==> config.mk <==
export PLATFORM = sky130hd
export DESIGN_NAME = cell_ingress_rx
export DESIGN_NICKNAME = d
export VERILOG_FILES = /design/src/rtl/cell_ingress_pkg.sv /design/src/rtl/cell_ingress_ctrl.sv /design/src/rtl/cell_ingress_dp.sv /design/src/rtl/cell_ingress_rx.sv
export SDC_FILE = /design/constraint.sdc
export NUM_CORES = 1
export LEC_CHECK = 0
export BUFFER_PORTS_ARGS = -buffer_cell sky130_fd_sc_hd__clkbuf_2
export CORE_MARGIN = 3
export CORE_UTILIZATION = 63
export CTS_CLUSTER_DIAMETER = 40
export CTS_CLUSTER_SIZE = 8
export DETAILED_ROUTE_END_ITERATION = 12
export PLACE_DENSITY = 0.89
export SLEW_MARGIN = 20
export SYNTH_ARGS = -nofsm -noshare
export SYNTH_HDL_FRONTEND = slang
export SYNTH_SLANG_ARGS = --single-unit
==> constraint.sdc <==
create_clock -name clk -period 4.9 [get_ports clk]
set_clock_uncertainty 0.05 [all_clocks]
set_input_delay 0.735 -clock clk [delete_from_list [all_inputs] [get_ports clk]]
set_output_delay 0.735 -clock clk [all_outputs]
set_load 0.005 [all_outputs]
==> src/rtl/cell_ingress_pkg.sv <==
package cell_ingress_pkg;

  parameter int unsigned BYTE_W = 8;

  // Control-to-datapath strobes for one clock cycle.
  typedef struct packed {
    logic push;   // forward the octet captured this cycle
    logic fill;   // append a filler byte after it
    logic sop;    // captured octet opens a cell
    logic eop;    // captured octet closes a cell
  } strobe_t;

  // One entry of the user-side output queue.
  typedef struct packed {
    logic [BYTE_W-1:0] data;
    logic              sop;
    logic              eop;
  } qentry_t;

endpackage

==> src/rtl/cell_ingress_ctrl.sv <==
module cell_ingress_ctrl
  import cell_ingress_pkg::*;
#(
  parameter int unsigned LONG_LEN  = 54,
  parameter int unsigned SHORT_LEN = 53,
  parameter int unsigned HEC_IDX   = 4
) (
  input  logic    clk,
  input  logic    rstN,
  input  logic    txEnN,
  input  logic    txSoc,
  input  logic    cellSizeSel,
  output strobe_t strb,
  output logic    cellErr
);

  localparam int unsigned IDX_W = $clog2(LONG_LEN);
  localparam logic [IDX_W-1:0] LONG_LAST  = IDX_W'(LONG_LEN - 1);
  localparam logic [IDX_W-1:0] SHORT_LAST = IDX_W'(SHORT_LEN - 1);
  localparam logic [IDX_W-1:0] HEC_POS    = IDX_W'(HEC_IDX);

  logic             inCell;
  logic             shortMode;
  logic [IDX_W-1:0] idx;

  logic             capture;
  logic             startNow;
  logic             active;
  logic             curShort;
  logic [IDX_W-1:0] curIdx;
  logic [IDX_W-1:0] lastIdx;

  always_comb begin
    capture  = !txEnN;
    startNow = capture && txSoc;
    curShort = startNow ? !cellSizeSel : shortMode;
    curIdx   = startNow ? '0 : idx;
    active   = startNow || (capture && inCell);
    lastIdx  = curShort ? SHORT_LAST : LONG_LAST;

    strb.push = active;
    strb.sop  = startNow;
    strb.eop  = active && (curIdx == lastIdx);
    strb.fill = active && curShort && (curIdx == HEC_POS);
  end

  always_ff @(posedge clk) begin
    if (!rstN) begin
      inCell    <= 1'b0;
      shortMode <= 1'b0;
      idx       <= '0;
      cellErr   <= 1'b0;
    end else begin
      cellErr <= startNow && inCell;
      if (startNow) shortMode <= !cellSizeSel;
      if (active) begin
        if (strb.eop) begin
          inCell <= 1'b0;
          idx    <= '0;
        end else begin
          inCell <= 1'b1;
          idx    <= curIdx + 1'b1;
        end
      end
    end
  end

  // the octet position stays below the longest cell length
  assert_idx_range_R4: assert property (@(posedge clk) disable iff (!rstN)
    idx <= LONG_LAST);

  // an error pulse only follows a start-of-cell with enable low
  assert_err_cause_R8: assert property (@(posedge clk) disable iff (!rstN)
    cellErr |-> $past(txSoc && !txEnN));

  // the cell is closed after its last octet
  assert_idle_after_eop_R9: assert property (@(posedge clk) disable iff (!rstN)
    strb.eop |=> !inCell);

endmodule

==> src/rtl/cell_ingress_dp.sv <==
module cell_ingress_dp
  import cell_ingress_pkg::*;
#(
  parameter int unsigned Q_DEPTH  = 4,
  parameter logic [BYTE_W-1:0] FILL_VAL = '0
) (
  input  logic              clk,
  input  logic              rstN,
  input  strobe_t           strb,
  input  logic [BYTE_W-1:0] inData,
  output logic              outValid,
  output logic [BYTE_W-1:0] outData,
  output logic              outSop,
  output logic              outEop
);

  localparam int unsigned CNT_W = $clog2(Q_DEPTH + 1);

  qentry_t    q     [Q_DEPTH];
  qentry_t    qNext [Q_DEPTH];
  logic [CNT_W-1:0] cnt;
  logic [CNT_W-1:0] cntNext;
  logic [CNT_W-1:0] basePos;
  logic             pop;
  qentry_t          newEntry;
  qentry_t          fillEntry;

  always_comb begin
    pop       = (cnt != '0);
    basePos   = cnt - CNT_W'(pop);
    newEntry  = '{data: inData, sop: strb.sop, eop: strb.eop};
    fillEntry = '{data: FILL_VAL, sop: 1'b0, eop: 1'b0};
    for (int i = 0; i < Q_DEPTH; i++) begin
      if (pop) qNext[i] = (i == Q_DEPTH - 1) ? '0 : q[(i + 1) % Q_DEPTH];
      else     qNext[i] = q[i];
      if (strb.push && (CNT_W'(i) == basePos))          qNext[i] = newEntry;
      if (strb.fill && (CNT_W'(i) == basePos + 1'b1))   qNext[i] = fillEntry;
    end
    cntNext = basePos + CNT_W'(strb.push) + CNT_W'(strb.fill);
  end

  always_ff @(posedge clk) begin
    if (!rstN) begin
      cnt <= '0;
      for (int i = 0; i < Q_DEPTH; i++) q[i] <= '0;
    end else begin
      cnt <= cntNext;
      for (int i = 0; i < Q_DEPTH; i++) q[i] <= qNext[i];
    end
  end

  assign outValid = (cnt != '0);
  assign outData  = q[0].data;
  assign outSop   = outValid && q[0].sop;
  assign outEop   = outValid && q[0].eop;

  // filler backlog must fit in the queue
  assert_no_overflow_R5: assert property (@(posedge clk) disable iff (!rstN)
    (32'(basePos) + 32'(strb.push) + 32'(strb.fill)) <= Q_DEPTH);

  // a filler byte is only requested together with a forwarded octet
  assert_fill_with_push_R5: assert property (@(posedge clk) disable iff (!rstN)
    strb.fill |-> strb.push);

endmodule

==> src/rtl/cell_ingress_rx.sv <==
module cell_ingress_rx
  import cell_ingress_pkg::*;
#(
  parameter int unsigned LONG_LEN  = 54,
  parameter int unsigned SHORT_LEN = 53,
  parameter int unsigned HEC_IDX   = 4,
  parameter int unsigned Q_DEPTH   = 4
) (
  input  logic              clk,
  input  logic              rstN,
  input  logic              cellSizeSel,
  input  logic              wAvail,
  output logic              txClav,
  input  logic              txEnN,
  input  logic              txSoc,
  input  logic [BYTE_W-1:0] txData,
  output logic              outValid,
  output logic [BYTE_W-1:0] outData,
  output logic              outSop,
  output logic              outEop,
  output logic              cellErr
);

  strobe_t strb;

  assign txClav = wAvail;

  cell_ingress_ctrl #(
    .LONG_LEN (LONG_LEN),
    .SHORT_LEN(SHORT_LEN),
    .HEC_IDX  (HEC_IDX)
  ) u_ctrl (
    .clk        (clk),
    .rstN       (rstN),
    .txEnN      (txEnN),
    .txSoc      (txSoc),
    .cellSizeSel(cellSizeSel),
    .strb       (strb),
    .cellErr    (cellErr)
  );

  cell_ingress_dp #(
    .Q_DEPTH (Q_DEPTH),
    .FILL_VAL('0)
  ) u_dp (
    .clk     (clk),
    .rstN    (rstN),
    .strb    (strb),
    .inData  (txData),
    .outValid(outValid),
    .outData (outData),
    .outSop  (outSop),
    .outEop  (outEop)
  );

  // with enable held high, an empty queue stays empty
  assert_hold_no_byte_R2: assert property (@(posedge clk) disable iff (!rstN)
    (txEnN && !outValid) |=> !outValid);

  // start-of-cell on an empty queue shows a first byte next cycle
  assert_soc_to_sop_R3: assert property (@(posedge clk) disable iff (!rstN)
    (!txEnN && txSoc && !outValid) |=> (outValid && outSop));

  // no output activity in the cycle after a reset edge
  assert_reset_quiet_R10: assert property (@(posedge clk)
    !rstN |=> (!outValid && !cellErr));

endmodule

==> parameters.txt, run 1 <==
Parameter                              Value

Logic synthesis
  Dominant cell by count in the synthesized netlist    sky130_fd_sc_hd__dfxtp_1
  Flip-flop and latch count after synthesis    52
  Number of synthesis warnings    0
  Yosys cell types    46
  EDFF count, synth    0
  Top cell type by total area after synthesis    sky130_fd_sc_hd__dfxtp_1
  Fraction of post-synthesis cell area in the top cell type by area    0.381
  Post-synth ARST share    0
  Top area cells in the synthesized netlist    sky130_fd_sc_hd__dfxtp_1 38%, sky130_fd_sc_hd__nand3_1 8.8%, sky130_fd_sc_hd__a21oi_1 5.7%
  Synth Area per Inst    8.38 µm²
  Post-synth design cell area    2730 µm²
  Commonest cells post-synth    52 x sky130_fd_sc_hd__dfxtp_1, 48 x sky130_fd_sc_hd__nand3_1, 31 x sky130_fd_sc_hd__a21oi_1
  Fraction of the yosys area taken by sequential cells    0.381
  Gate count after technology mapping    326
  Prevailing post-synth register cell    sky130_fd_sc_hd__dfxtp_1
  Synth Net Count    347

STA
  Transition time at the pin with the least slew margin    0.883 ns
  Relative max-transition margin    0.409
  Slew Limit Fails    0
  Period utilisation layout    0.718
  Total of endpoints with negative setup slack in the final report    0
  RSZ-0062 raised after global routing    false
  Fmax    284 MHz
  Total Neg Setup Slack    0 ns
  Min Clock Period, post-route    3.52 ns
  Final hold violations    0

Pwr
  Worst voltage drop across the vdd grid    0.273 mV
  Pwr/cell area    474 nW/µm²
  Switching part of the total    0.433
  Comb pwr share    0.419
  Part of the total power dissipated in the clock network    0.191
  Net Switching    586 µW
  Static leakage    1.10 nW
  Internal power of the cells    767 µW
  Share of total power in sequential cells    0.389

Clock tree
  Clock input transition at the sequential cells of the worst setup and hold paths    0.10 ns
  CTS root buffer    sky130_fd_sc_hd__clkbuf_8
  Worst skew pair latency    0.32 ns
  Count of instances resized after the clock tree is built    0
  Deepest level of the CTS H-tree    2
  CTS tree    done
  Total clock sinks    52
  Maximum buffer depth of the clock tree    2
  Post-CTS Repair Setup Buffers    0
  Cts hold-fix bufs    0
  Clock buffer count from CTS    5

Place
  Placed insts    372
  Post-DP HPWL    4440 µm
  Total placed instance area    2770 µm²
  Count of input and output buffers    24
  Routability-driven placement congestion ratio    0.853

GRT
  First-pass GRT wire length    10800 µm
  Overall overflow remaining after global route    0
  Number of global-route vias before repair    2226
  Largest net degree at the start of global routing    42
  Number of antenna violations at the first check in global routing    0
  Aggregate global-route resource usage    0.262

Setup path
  Worst endpoint data arrival time    3.65 ns
  Worst Setup Start Kind    flip-flop
  Max Fanout on Critical Path    41
  WS Path Type    flip-flop to flip-flop
  Nature of the critical path endpoint    flip-flop
  Required arrival time at the worst endpoint    5.03 ns

Routing
  Number of detailed-routing iterations run before antenna repair    5
  Via count of the routed design    2496
  Detailed-routed wire length on met2    2770 µm
  Detailed-route DRC error count    0
  Average routed wire per standard cell    16.9 µm
  First DRT Iteration DRCs    387
  DRT antenna net count    0
  Vias per cell    6.57
  DR WL met3    628 µm
  Met1 Wirelength    2910 µm
  Top layer reached by signal wires    met4
  Detailed-route wire length    6400 µm

Floorplan
  Overall die width    71.9 µm
  Row count    23
  Total Die Area    5160 µm²
  Floorplan Core Area    4090 µm²
  Effective utilization at floorplan    0.669
  Die height    71.9 µm
  Number of top-level pins    27

Layout
  Area Growth Syn to Fin    4.53%
  Filler instances    313
  Layout cells sized above 1    0.142
  Area taken by flip-flops and latches    1040 µm²
  Area of the multi-input gates    1480 µm²
  Nets@finish    350
  Finished Cell Area    2860 µm²
  Number of antenna cells inserted    0
  Post-route non-filler standard cell count    380

Outcome
  Result of the run    finished clean

Flow run
  Max Cap Violations    0

Min path
  Path category of the worst min-delay check    flip-flop to flip-flop
## cell type report
type                            instances  share of cell area
Clock buffer                            5              0.0241
Clock inverter                          3             0.00788
Inverter                               11              0.0145
Multi-Input combinational cell        232               0.517
Sequential cell                        52               0.364
Tap cell                               50              0.0219
Timing Repair Buffer                   27              0.0499
## power groups by stage
stage / clock [mW] / combinational, mW / sequential (mW)
after global placement: 0 / 0.538 / 0.532
final: 0.259 / 0.568 / 0.527
after global routing: 0.275 / 0.620 / 0.534
after CTS: 0.256 / 0.559 / 0.526
after detailed placement: 0 / 0.554 / 0.537
after floorplan: 0 / 0.452 / 0.520
## cell families after synthesis
kind of cell | after synthesis | synth area share
simple gates | 133 | 0.264
fa+ha+maj | 7 | 0.0348
mux | 10 | 0.0366
buf+inv | 42 | 0.0806
xor+xnor | 3 | 0.00962
flops | 52 | 0.381
compound gates | 79 | 0.194
## state kept, by name, summed over array words and instances (netlist names)
register / flops
u_dp.q: 40
u_ctrl.idx: 6
u_dp.cnt: 3
u_ctrl.cellErr: 1
u_ctrl.inCell: 1
u_ctrl.shortMode: 1
## layout by cell type (no fill, tap or decap), types with 4 or more instances in the layout
| cell type | netlist | routed |
|---|---|---|
| sky130_fd_sc_hd__clkbuf_2 | 0 | 24 |
| sky130_fd_sc_hd__inv_1 | 11 | 11 |
| sky130_fd_sc_hd__and2_1 | 6 | 6 |
| sky130_fd_sc_hd__nand3_1 | 48 | 48 |
| sky130_fd_sc_hd__mux2i_1 | 10 | 10 |
| sky130_fd_sc_hd__nand4_1 | 4 | 4 |
| sky130_fd_sc_hd__nand2_1 | 19 | 19 |
| sky130_fd_sc_hd__a211oi_1 | 10 | 10 |
| sky130_fd_sc_hd__a21oi_1 | 31 | 31 |
| sky130_fd_sc_hd__dfxtp_1 | 52 | 52 |
| sky130_fd_sc_hd__a31oi_1 | 19 | 19 |
| sky130_fd_sc_hd__clkbuf_8 | 0 | 5 |
| sky130_fd_sc_hd__and3_1 | 19 | 19 |
| sky130_fd_sc_hd__ha_1 | 6 | 6 |
| sky130_fd_sc_hd__nor2_1 | 17 | 17 |
## critical path, cell delays in order (launching register included)
cell	delay, ns
sky130_fd_sc_hd__dfxtp_1	0.37
sky130_fd_sc_hd__nor3_4	0.18
sky130_fd_sc_hd__buf_4	0.44
sky130_fd_sc_hd__inv_1	0.13
sky130_fd_sc_hd__ha_1	0.22
sky130_fd_sc_hd__ha_1	0.20
sky130_fd_sc_hd__xnor2_1	0.41
sky130_fd_sc_hd__ha_1	0.21
sky130_fd_sc_hd__and4b_1	0.19
sky130_fd_sc_hd__o2111ai_1	0.33
sky130_fd_sc_hd__o21ai_2	0.55
sky130_fd_sc_hd__a311oi_1	0.11
## worst paths after layout
path,startpoint,endpoint,slack [ns],depth (start not counted)
hold / removal,u_dp.q[0][30],u_dp.q[0][30],0.43,2
hold reg to reg,u_dp.q[0][30],u_dp.q[0][30],0.43,2
setup / recovery,u_dp.cnt[1],u_dp.q[0][10],1.38,11
setup reg to reg,u_dp.cnt[1],u_dp.q[0][10],1.38,11
## per-layer routing
metal	vias up	global-route usage
li1	1191	-
met1	1146	0.390
met5	-	0
met2	149	0.372
met3	10	0.0505
met4	0	0.0981
## per-stage QoR
step	hold WS (ns)	utilization	worst slack, ns	total power [mW]
after floorplan	0.393	-	1.79	0.972
after global placement	0.407	0.677	1.61	1.07
after detailed placement	0.416	0.677	1.41	1.09
after CTS	0.429	0.699	1.38	1.34
after global routing	0.458	0.699	1.11	1.43
final	0.428	0.699	1.38	1.35
(Power assumes the default switching activity.)
==> run 2: changes to the inputs <==
--- a/config.mk
+++ b/config.mk
@@ -5,13 +5,14 @@
 export SDC_FILE = /design/constraint.sdc
 export NUM_CORES = 1
 export LEC_CHECK = 0
+export ABC_AREA = 1
 export BUFFER_PORTS_ARGS = -buffer_cell sky130_fd_sc_hd__clkbuf_2
 export CORE_MARGIN = 3
-export CORE_UTILIZATION = 63
+export CORE_UTILIZATION = 53
 export CTS_CLUSTER_DIAMETER = 40
 export CTS_CLUSTER_SIZE = 8
 export DETAILED_ROUTE_END_ITERATION = 12
-export PLACE_DENSITY = 0.89
+export PLACE_DENSITY = 0.81
 export SLEW_MARGIN = 20
 export SYNTH_ARGS = -nofsm -noshare
 export SYNTH_HDL_FRONTEND = slang
==> constraint.sdc (replaced) <==
create_clock -name clk -period 3.15 [get_ports clk]
set_clock_uncertainty 0.05 [all_clocks]
set_input_delay 0.4725 -clock clk [delete_from_list [all_inputs] [get_ports clk]]
set_output_delay 0.4725 -clock clk [all_outputs]
set_load 0.005 [all_outputs]
==> run 2 against run 1 <==
Clock power up 88%. Global-route usage down 6.2 points. Hold slack worse by 0.048 ns. Critical path depth unchanged. Synthesized area up 0.27%. Critical path type unchanged. Largest cell class unchanged.
==> parameters.txt, run 2 <==
Parameter                              Value

Pwr
  Worst voltage drop across the vdd grid    0.393 mV (+44%)
  Pwr/cell area    730 nW/µm² (+54%)
  Static leakage    1.26 nW (+15%)

STA
  Relative max-transition margin    0.637 (+0.228)
  Final worst setup slack    0.569 ns (-0.811 ns)
  Slew Limit Fails    0 (unchanged)
  Fmax    387 MHz (+36%)
  RSZ-0062 raised after global routing    false
  Transition time at the pin with the least slew margin    0.544 ns (-0.340 ns)
  Period utilisation layout    0.819 (+0.101)
  Worst hold-check slack    0.380 ns (-0.0478 ns)
  Final hold violations    0 (unchanged)
  Min Clock Period, post-route    2.58 ns (-0.939 ns)
  Total Neg Setup Slack    0 ns (unchanged)
  Total of endpoints with negative setup slack in the final report    0 (unchanged)

Routing
  Detailed-route wire length    5800 µm (-9.4%)
  Via count of the routed design    2441 (-2.2%)
  Average routed wire per standard cell    12.1 µm (-28%)
  Vias per cell    5.07 (-23%)
  Number of detailed-routing iterations run before antenna repair    4 (-1)
  Detailed-route DRC error count    0 (unchanged)
  DRT antenna net count    0 (unchanged)
  First DRT Iteration DRCs    195 (-50%)

Layout
  Area taken by flip-flops and latches    1040 µm² (unchanged)
  Top flop regs    u_dp.q x40, u_ctrl.idx x6, u_dp.cnt x3
  Finished Cell Area    2930 µm² (+2.7%)
  Area Growth Syn to Fin    7.03%
  Max reg flops    40 (unchanged)
  Layout cells sized above 1    0.133 (-0.00957)
  Most common cell after layout, fill and taps aside    sky130_fd_sc_hd__nand2_1
  Filler instances    446 (+42%)
  Number of antenna cells inserted    0 (unchanged)
  Most frequent cells in the layout    145 x sky130_fd_sc_hd__nand2_1, 52 x sky130_fd_sc_hd__dfxtp_1, 46 x sky130_fd_sc_hd__a21oi_1
  Reg with most FFs    u_dp.q
  Area of the multi-input gates    1380 µm² (-6.4%)
  Nets@finish    434 (+24%)
  Post-route non-filler standard cell count    481 (+27%)

Logic synthesis
  Fraction of post-synthesis cell area in the top cell type by area    0.380 (-0.00104)
  Combinational family with the most area after synthesis    simple AND/OR/NAND/NOR gates
  EDFF count, synth    0 (unchanged)
  Share of synthesized area spent on multiplexers    0 (-0.0366)
  Fraction of the yosys area taken by sequential cells    0.380 (-0.00104)
  Number of synthesis warnings    0 (unchanged)
  Adder-cell share of the synthesized area    0.0347 (-0.0000953)
  Commonest cells post-synth    145 x sky130_fd_sc_hd__nand2_1, 52 x sky130_fd_sc_hd__dfxtp_1, 46 x sky130_fd_sc_hd__a21oi_1
  Yosys cell types    28 (-39%)
  Post-synthesis xor/xnor area fraction    0.0123 (+0.00271)
  Gate count after technology mapping    403 (+24%)
  Synth Area in Compound Gates    0.129 (-0.0649)
  Dominant cell by count in the synthesized netlist    sky130_fd_sc_hd__nand2_1
  Synth Net Count    424 (+22%)
  Top cell type by total area after synthesis    sky130_fd_sc_hd__dfxtp_1
  Post-synth design cell area    2740 µm² (+0.27%)
  Synth Area per Inst    6.80 µm² (-19%)
  Top area cells in the synthesized netlist    sky130_fd_sc_hd__dfxtp_1 38%, sky130_fd_sc_hd__nand2_1 20%, sky130_fd_sc_hd__a21oi_1 8.4%
  Simple-Gate Fraction of Synth Area    0.329 (+0.0650)
  Flip-flop and latch count after synthesis    52 (unchanged)
  Prevailing post-synth register cell    sky130_fd_sc_hd__dfxtp_1
  Post-synth ARST share    0 (unchanged)

GRT
  Overall overflow remaining after global route    0 (unchanged)
  Largest net degree at the start of global routing    35 (-17%)
  Number of antenna violations at the first check in global routing    0 (unchanged)
  Aggregate global-route resource usage    0.200 (-0.0618)
  First-pass GRT wire length    9960 µm (-7.9%)
  Number of global-route vias before repair    2222 (-0.18%)

Clock tree
  Count of instances resized after the clock tree is built    0 (unchanged)
  Clock buffer count from CTS    5 (unchanged)
  Post-CTS Repair Setup Buffers    0 (unchanged)
  Total clock sinks    52 (unchanged)
  Deepest level of the CTS H-tree    2 (unchanged)
  CTS tree    done
  Cts hold-fix bufs    0 (unchanged)
  Worst skew pair latency    0.31 ns (about the same)
  CTS root buffer    sky130_fd_sc_hd__clkbuf_8
  Clock input transition at the sequential cells of the worst setup and hold paths    0.09 ns (about the same)
  Maximum buffer depth of the clock tree    2 (unchanged)

Setup path
  Register-to-register setup slack    0.57 ns (-0.81 ns)
  Slowest cell delay on critical path    0.46 ns (-0.09 ns)
  Most common cell type on the critical path    sky130_fd_sc_hd__nand2_1
  Crit-path slowest cell    sky130_fd_sc_hd__ha_1
  Series of cell instances along the critical path    nor2_1, nand2_1, ha_1, ha_1, xnor2_2, ha_1, nand2_1, nand2_1, clkinv_1, nand2_1, a21oi_1
  Max Fanout on Critical Path    11 (-73%)
  Worst endpoint data arrival time    2.72 ns (-0.93 ns)
  Nature of the critical path endpoint    flip-flop
  Required arrival time at the worst endpoint    3.29 ns (-1.74 ns)
  Worst Setup Start Kind    flip-flop
  WS Path Type    flip-flop to flip-flop

Min path
  Path category of the worst min-delay check    input pin to flip-flop

Place
  Post-DP HPWL    4070 µm (-8.3%)
  Routability-driven placement congestion ratio    0.877 (+2.8%)
  Total placed instance area    2810 µm² (+1.7%)
  Placed insts    473 (+27%)
  Count of input and output buffers    24 (unchanged)
  Worst slack at placement    0.587 ns (-0.820 ns)

Floorplan
  Floorplan Core Area    4850 µm² (+19%)
  Effective utilization at floorplan    0.565 (-0.104)
  Total Die Area    6070 µm² (+18%)
  Die height    77.9 µm (+8.4%)
  Overall die width    77.9 µm (+8.4%)
  Row count    25 (+8.7%)
  Number of top-level pins    27 (unchanged)

Flow run
  Max Cap Violations    0 (unchanged)

Outcome
  Result of the run    finished clean
[run 2: changes by cell type in the layout (fill, tap and decap cells not counted), sizes merged, moves of 7 or more]
cell	previous run	this run
nand2	19	150
inv	12	44
a31oi	19	0
and3	19	0
nand3	48	29
o21ai	4	20
a21oi	31	46
a211oi	11	0
mux2i	10	0
and2	7	0
[run 2: layout make-up]
| type | instances | share of cell area |
|---|---|---|
| multi-input cells | 283 | 0.471 |
| clock inverters | 2 | 0.0132 |
| well taps | 67 | 0.0286 |
| inverters | 45 | 0.0576 |
| repair buffers | 26 | 0.0461 |
| clock buffers | 6 | 0.0282 |
| flip-flops and latches | 52 | 0.355 |
[run 2: critical path, delay by kind of cell (launching register included)]
family / cells / cell delay, ns
flops: 1 / 0.36
simple gates: 5 / 0.52
buf+inv: 1 / 0.25
compound gates: 1 / 0.07
xor+xnor: 1 / 0.36
fa+ha+maj: 3 / 0.86
[run 2: where the power goes]
part,internal [mW],switching (mW),leakage [nW]
clock network,0.260,0.228,0.0614
logic,0.273,0.594,0.774
registers,0.741,0.0450,0.421
total,1.27,0.866,1.26
[run 2: final timing paths]
check | start | endpoint | depth (start not counted)
worst max-delay path | u_dp.cnt[1] | u_dp.q[0][34] | 11
worst min-delay path | txData[4] | u_dp.q[0][6] | 3
worst max register to register | u_dp.cnt[1] | u_dp.q[0][34] | 11
worst min register to register | u_ctrl.inCell | u_ctrl.cellErr | 2
[run 2: cells by family after synthesis]
| family | count (synthesis) |
|---|---|
| AND/OR/NAND/NOR | 207 |
| buffers and inverters | 68 |
| AO/OA/AOI/OAI | 66 |
| flip-flops | 52 |
| adder cells (fa/ha/maj) | 7 |
| XOR/XNOR | 3 |
[run 2: per-stage QoR]
stage / power [mW] / utilization
after floorplan: 1.50 / -
after global placement: 1.64 / 0.580
after CTS: 2.15 / 0.605
final: 2.14 / 0.605
after detailed placement: 1.66 / 0.580
after global routing: 2.30 / 0.605
[run 2: metal layers]
layer / part of all wire / routed length (µm) / vias to the layer above / track usage
met3: 0.047 / 270 / 8 / 0.0464
met5: 0 / 0 / - / 0
met2: 0.46 / 2690 / 51 / 0.323
met1: 0.48 / 2770 / 1089 / 0.262
met4: 0.011 / 65 / 0 / 0.0699
li1: - / - / 1293 / -
